### src/rtl/fdc_pm_pkg.sv
package fdc_pm_pkg;

    typedef enum logic [1:0] {
        ST_RUN     = 2'd0,
        ST_AUTO_PD = 2'd1,
        ST_RATE_PD = 2'd2,
        ST_WAKE    = 2'd3
    } pm_state_e;

    // register offsets whose access can wake the core
    localparam logic [2:0] OFS_DOR  = 3'd2;
    localparam logic [2:0] OFS_MSR  = 3'd4;
    localparam logic [2:0] OFS_DATA = 3'd5;

    localparam logic [7:0] MSR_IDLE_VAL = 8'h80;

endpackage

### src/rtl/fdc_pm_wakedec.sv
module fdc_pm_wakedec #(
    parameter int NUM_MOTORS = 4,
    parameter int MOTOR_LSB  = 4
) (
    input  logic       acc_valid_i,
    input  logic       acc_write_i,
    input  logic [2:0] acc_reg_i,
    input  logic [7:0] acc_wdata_i,
    output logic       wake_o
);
    import fdc_pm_pkg::*;

    logic [NUM_MOTORS-1:0] motor_field;
    logic                  dor_hit;
    logic                  msr_hit;
    logic                  data_hit;

    assign motor_field = acc_wdata_i[MOTOR_LSB +: NUM_MOTORS];

    always_comb begin
        dor_hit  = acc_write_i && (acc_reg_i == OFS_DOR) && (|motor_field);
        msr_hit  = !acc_write_i && (acc_reg_i == OFS_MSR);
        data_hit = (acc_reg_i == OFS_DATA);
        wake_o   = acc_valid_i && (dor_hit || msr_hit || data_hit);
    end

endmodule

### src/rtl/fdc_pm_idletimer.sv
module fdc_pm_idletimer #(
    parameter int TICKS_PER_MS = 1000,
    parameter int APD_MS       = 10
) (
    input  logic clk_i,
    input  logic rst_ni,
    input  logic clr_i,
    input  logic tick_i,
    output logic expired_o
);
    localparam int LIMIT = TICKS_PER_MS * APD_MS;
    localparam int CW    = $clog2(LIMIT + 1);
    localparam logic [CW-1:0] LIMIT_V = CW'(LIMIT);

    logic [CW-1:0] cnt_q;

    always_ff @(posedge clk_i or negedge rst_ni) begin
        if (!rst_ni) begin
            cnt_q <= '0;
        end else if (clr_i) begin
            cnt_q <= '0;
        end else if (tick_i && (cnt_q != LIMIT_V)) begin
            cnt_q <= cnt_q + 1'b1;
        end
    end

    assign expired_o = (cnt_q == LIMIT_V);

endmodule

### src/rtl/fdc_pm_rdydelay.sv
module fdc_pm_rdydelay #(
    parameter int DLY_SLOW = 400,
    parameter int DLY_FAST = 200
) (
    input  logic clk_i,
    input  logic rst_ni,
    input  logic load_i,
    input  logic short_i,
    input  logic run_i,
    output logic done_o
);
    localparam int DW = $clog2(DLY_SLOW + 1);
    localparam logic [DW-1:0] SLOW_LD = DW'(DLY_SLOW - 1);
    localparam logic [DW-1:0] FAST_LD = DW'(DLY_FAST - 1);

    logic [DW-1:0] cnt_q;

    always_ff @(posedge clk_i or negedge rst_ni) begin
        if (!rst_ni) begin
            cnt_q <= '0;
        end else if (load_i) begin
            cnt_q <= short_i ? FAST_LD : SLOW_LD;
        end else if (run_i && (cnt_q != '0)) begin
            cnt_q <= cnt_q - 1'b1;
        end
    end

    assign done_o = (cnt_q == '0);

endmodule

### src/rtl/fdc_pwrmgr.sv
module fdc_pwrmgr #(
    parameter int TICKS_PER_MS = 1000,
    parameter int APD_MS       = 10,
    parameter int DLY_SLOW     = 400,
    parameter int DLY_FAST     = 200,
    parameter int NUM_MOTORS   = 4
) (
    input  logic                  clk_i,
    input  logic                  rst_ni,
    input  logic                  tick_i,
    input  logic                  apd_en_i,
    input  logic                  direct_pd_i,
    input  logic                  rate_pd_i,
    input  logic                  rate_fast_i,
    input  logic                  soft_rst_i,
    input  logic [NUM_MOTORS-1:0] motor_en_i,
    input  logic [7:0]            msr_i,
    input  logic                  irq_i,
    input  logic                  hut_done_i,
    input  logic                  acc_valid_i,
    input  logic                  acc_write_i,
    input  logic [2:0]            acc_reg_i,
    input  logic [7:0]            acc_wdata_i,
    output logic                  powerdown_o,
    output logic                  busy_o
);
    import fdc_pm_pkg::*;

    pm_state_e state_q, state_d;
    logic      wake_ev;
    logic      core_idle;
    logic      win_expired;
    logic      win_clr;
    logic      dly_load;
    logic      dly_short;
    logic      dly_done;
    logic      pd_q;
    logic      busy_q;

    fdc_pm_wakedec #(
        .NUM_MOTORS (NUM_MOTORS),
        .MOTOR_LSB  (4)
    ) u_wake (
        .acc_valid_i (acc_valid_i),
        .acc_write_i (acc_write_i),
        .acc_reg_i   (acc_reg_i),
        .acc_wdata_i (acc_wdata_i),
        .wake_o      (wake_ev)
    );

    // the window runs only in normal operation with the enable set
    assign win_clr = !apd_en_i || wake_ev || soft_rst_i || (state_q != ST_RUN);

    fdc_pm_idletimer #(
        .TICKS_PER_MS (TICKS_PER_MS),
        .APD_MS       (APD_MS)
    ) u_timer (
        .clk_i     (clk_i),
        .rst_ni    (rst_ni),
        .clr_i     (win_clr),
        .tick_i    (tick_i),
        .expired_o (win_expired)
    );

    assign core_idle = (motor_en_i == '0) && (msr_i == MSR_IDLE_VAL)
                     && !irq_i && hut_done_i;

    // next-state logic
    always_comb begin
        state_d = state_q;
        if (soft_rst_i) begin
            state_d = ST_RUN;
        end else begin
            unique case (state_q)
                ST_RUN: begin
                    if (rate_pd_i)
                        state_d = ST_RATE_PD;
                    else if (apd_en_i && core_idle && win_expired && !wake_ev)
                        state_d = ST_AUTO_PD;
                end
                ST_AUTO_PD: begin
                    if (rate_pd_i)
                        state_d = ST_RATE_PD;
                    else if (wake_ev || !apd_en_i)
                        state_d = ST_WAKE;
                end
                ST_RATE_PD: begin
                    if (!rate_pd_i)
                        state_d = ST_WAKE;
                end
                ST_WAKE: begin
                    if (rate_pd_i)
                        state_d = ST_RATE_PD;
                    else if (dly_done)
                        state_d = ST_RUN;
                end
                default: state_d = ST_RUN;
            endcase
        end
    end

    assign dly_load  = (state_q != ST_WAKE) && (state_d == ST_WAKE);
    assign dly_short = (state_q == ST_RATE_PD) && rate_fast_i;

    fdc_pm_rdydelay #(
        .DLY_SLOW (DLY_SLOW),
        .DLY_FAST (DLY_FAST)
    ) u_delay (
        .clk_i   (clk_i),
        .rst_ni  (rst_ni),
        .load_i  (dly_load),
        .short_i (dly_short),
        .run_i   (state_q == ST_WAKE),
        .done_o  (dly_done)
    );

    // state register
    always_ff @(posedge clk_i or negedge rst_ni) begin
        if (!rst_ni)
            state_q <= ST_RUN;
        else
            state_q <= state_d;
    end

    // output register
    always_ff @(posedge clk_i or negedge rst_ni) begin
        if (!rst_ni) begin
            pd_q   <= 1'b0;
            busy_q <= 1'b0;
        end else begin
            pd_q   <= direct_pd_i || (state_d == ST_AUTO_PD) || (state_d == ST_RATE_PD);
            busy_q <= (state_d == ST_WAKE);
        end
    end

    assign powerdown_o = pd_q;
    assign busy_o      = busy_q;

endmodule

### config.mk
export PLATFORM = sky130hd
export DESIGN_NAME = fdc_pwrmgr
export DESIGN_NICKNAME = d
export VERILOG_FILES = /design/src/rtl/fdc_pm_pkg.sv /design/src/rtl/fdc_pm_wakedec.sv /design/src/rtl/fdc_pm_idletimer.sv /design/src/rtl/fdc_pm_rdydelay.sv /design/src/rtl/fdc_pwrmgr.sv
export SDC_FILE = /design/constraint.sdc
export NUM_CORES = 1
export LEC_CHECK = 0
export BUFFER_PORTS_ARGS = -buffer_cell sky130_fd_sc_hd__buf_2
export CORE_ASPECT_RATIO = 1.25
export CORE_MARGIN = 2
export CORE_UTILIZATION = 48
export DETAILED_ROUTE_END_ITERATION = 8
export HOLD_SLACK_MARGIN = 0.02
export PLACE_DENSITY = 0.79
export SYNTH_ARGS = -nofsm -noshare
export SYNTH_HDL_FRONTEND = slang
export SYNTH_HIERARCHICAL = 1
export SYNTH_SLANG_ARGS = --single-unit
### constraint.sdc
create_clock -name clk_i -period 2.6 [get_ports clk_i]
set_input_delay 0.65 -clock clk_i [delete_from_list [all_inputs] [get_ports clk_i]]
set_output_delay 0.65 -clock clk_i [all_outputs]
set_load 0.01 [all_outputs]
==> summary.md <==
| Metric | Value |
|---|---|
| Largest net degree at the start of global routing | `28` |
| Most frequent cells in the layout | `buf_2 (32), dfrtp_1 (27), nor2_1 (19)` |
| RSZ-0062 raised after global routing | `no` |
| Via count | `1414` |
| Drt total wl | `3625 um` |
| Yosys cell types | `44` |
| Sw Pwr | `244.1 uW` |
| Starting Density | `49.84%` |
| Final ANT Viol Nets | `0` |
| Core area | `0.003166 mm2` |
| Crit Path Class | `reg -> reg` |
| Asr flop ratio synth | `100.0%` |
| CP top delay family | `simple AND/OR/NAND/NOR gates` |
| Drt wl/cell | `14.68 um` |
| Latest clock arrival within the worst-skew pair | `260 ps` |
| Crit path buf inv count | `1` |
| Commonest non-fill, non-tap cell in the layout | `buf_2` |
| Final Hold Fails | `0` |
| Power Density | `445.3 mW/mm2` |
| Final min period | `2506 ps` |
| Clock Pin Slew Worst Setup and Hold Paths | `90 ps` |
| Synth Warn # | `6` |
| P_leak | `0.8123 nW` |
| Worst clock skew | `5.396 ps` |
| Slew headroom | `59.11%` |
| Fill count | `262` |
| Layout area overhead | `26.49%` |
| Root Driver | `clkbuf_8` |
| Max cap viols | `0` |
| # hold bufs at CTS | `0` |
| Share of layout cells above drive strength 1 | `35.24%` |
| Longest Clk Path Bufs | `2` |
| Dpl cells | `240` |
| Clock power share | `25.6%` |
| CP max FO | `6` |
| Syn Inst Count | `160` |
| Max stage delay on crit path | `570 ps` |
| CTS tree | `done` |
| Tightest Pin Transition | `613.3 ps` |
| Setup violations, final | `0` |
| Worst path required time | `2760 ps` |
| Outcome | `complete, no violations` |
| FF+latch count, synth | `27` |
| First-pass GRT wire length | `6527 um` |
| Sw frac | `27.47%` |
| Flop pwr share | `57.2%` |
| Post-synthesis cell area | `0.001578 mm2` |
| Vias/cell | `5.725` |
| Worst Setup Start Kind | `register` |
| Max Slew Vio Count | `0` |
| Initial antenna violation count | `0` |
| Worst-path cell chain | `or4b_4 -> nor4_4 -> nand2_2 -> o41ai_4 -> and3_4 -> and3b_2 -> inv_2 -> a31o_2` |
| Syn_nets | `198` |
| H-tree depth | `1` |
| Peak VDD IR | `0.4013 mV` |
| Die area | `0.003765 mm2` |
| Slowest stage cell, crit path | `or4b_4` |
| Combinational Power Share | `17.3%` |
| Setup TNS | `0 ps` |
| HP Class | `in -> async` |
| Post-DP HPWL | `2847 um` |
| Final Non-Filler Cells | `247` |
| Drt pass-1 iters | `4` |
| 1st-iter DRT viols | `47` |
| GPL Wtd Cong | `0.8773` |
| Die Y | `68.10 um` |
| Fin crit share | `96.39%` |
| IO Port Bufs | `32` |
| Max Freq | `399.0 MHz` |
| Post-synth EDFFs | `0` |
| Setup crit end kind | `register` |
| Top-level port count | `37` |
| Nets | `249` |
| # rows | `23` |
| # DRC | `0` |
| Pint | `644.6 uW` |
| GRT overflow | `0` |
| Antenna diodes | `0` |
| Area occupied by multi-input gates | `922.1 um2` |
| Area occupied by registers | `675.6 um2` |
| Post-synthesis area per instance | `9.861 um2` |
| Min Hold Slack | `382.9 ps` |
| TritonCTS Buffers | `3` |
| Main flop type after synthesis | `dfrtp_1` |
| Seq/Total Area, Yosys | `42.82%` |
| Vias in the first global route | `1561` |
| Die width | `55.28 um` |
| Global-route usage over all layers | `21.76%` |
| Clock tree sinks | `27` |
| CP arrival | `2660 ps` |
flip-flops by register name (all words and copies together) (netlist names):
| register | flops |
|---|---|
| busy_o | 1 |
| powerdown_o | 1 |
| state_q | 2 |
| u_delay/cnt_q | 9 |
| u_timer/cnt_q | 14 |
worst reg2reg max path: stages (launching register included):
cell and delay [ps]:
dfrtp_1 420, or4b_4 570, nor4_4 290, nand2_2 100, o41ai_4 300, and3_4 230, and3b_2 210, inv_2 80
a31o_2 210
cells by family (layout without fill, tap and decap cells):
logic type | Yosys count | after routing | synth area share [%]
xor gates and xnor gates | 12 | 12 | 6.661
and+or+nand+nor | 79 | 79 | 29.02
DFF | 27 | 27 | 42.82
adders and majority gates | 3 | 3 | 2.379
AOI/OAI and AO/OA | 28 | 28 | 15.70
muxes | 2 | 2 | 1.269
buffers and inverters | 9 | 59 | 2.141
area by class of cell:
cell class                 count  share of cell area, %
multi-input combinational    124                  46.21
sequential                    27                  33.86
timing repair buffer          47                  13.86
tap                           37                  2.320
clock buffer                   4                  2.257
inverter                       8                  1.505
through the flow:
step           utilization, %  power (mW)  worst slack (ps)  cell area, um2
3_3_place_gp            59.09      0.6485            -25.96            1871
4_1_cts                 61.07      0.8935             13.87            1933
3_5_place_dp            59.09      0.6623            -120.8            1871
2_1_floorplan               -      0.5914             113.9            1578
5_1_grt                 63.04      0.9536             3.082            1996
6_report                63.04      0.8887             93.89            1996
layer usage:
metal	wire length, um	up-vias	GRT usage [%]
li1	-	688	-
met2	2144	22	43.75
met5	0	-	0
met3	66	8	3.025
met1	1349	696	21.64
met4	64	0	11.89
cells in the mapped netlist, types with 2 or more instances:
| library cell | instances | area share, % |
|---|---|---|
| dfrtp_1 | 27 | 43 |
| nor2_1 | 20 | 4.8 |
| nand2_1 | 12 | 2.9 |
| inv_1 | 8 | 1.9 |
| xnor2_1 | 8 | 4.4 |
| nor4_1 | 7 | 2.8 |
| o21ai_0 | 6 | 1.9 |
| a21oi_1 | 5 | 1.6 |
| or3_1 | 5 | 2.0 |
| nand4_1 | 4 | 1.6 |
| nor3_1 | 4 | 1.3 |
| xor2_1 | 4 | 2.2 |
| and2_1 | 3 | 1.2 |
| ha_1 | 3 | 2.4 |
| nand2b_1 | 3 | 1.2 |
| nand3_1 | 3 | 0.95 |
| or4_1 | 3 | 1.4 |
| or4_4 | 3 | 2.1 |
| or4b_1 | 3 | 1.9 |
| a31o_2 | 2 | 1.1 |
| a31oi_1 | 2 | 0.79 |
| and3b_1 | 2 | 1.1 |
| mux2i_1 | 2 | 1.3 |
path summary, 6_finish.rpt:
| path | from | endpoint | slack, ps | depth (start not counted) |
|---|---|---|---|---|
| min in group clk_i | u_delay/cnt_q[1] | u_delay/cnt_q[1] | 580 | 2 |
| max | u_timer/cnt_q[5] | u_delay/cnt_q[8] | 90 | 8 |
| min | rst_ni | u_timer/cnt_q[2] | 380 | 1 |
| max in group asynchronous | rst_ni | u_timer/cnt_q[9] | 1810 | 1 |
| min reg2reg | u_delay/cnt_q[1] | u_delay/cnt_q[1] | 580 | 2 |
| max reg2reg | u_timer/cnt_q[5] | u_delay/cnt_q[8] | 90 | 8 |
power by group through the flow:
| stage | clock, mW | sequential [mW] | combinational [mW] |
|---|---|---|---|
| 6_report | 0.227 | 0.508 | 0.154 |
| 5_1_grt | 0.261 | 0.517 | 0.176 |
| 3_3_place_gp | 0 | 0.509 | 0.140 |
| 3_5_place_dp | 0 | 0.514 | 0.149 |
| 2_1_floorplan | 0 | 0.502 | 0.0890 |
| 4_1_cts | 0.237 | 0.507 | 0.150 |
what timing repair did:
action                                  4_1_cts  5_1_grt
buffers inserted                              0        3
resized for setup                             3        9
pin swaps                                     0        5
endpoints found under the setup margin        6        6
No activity file was read; power rests on OpenSTA's default activity.
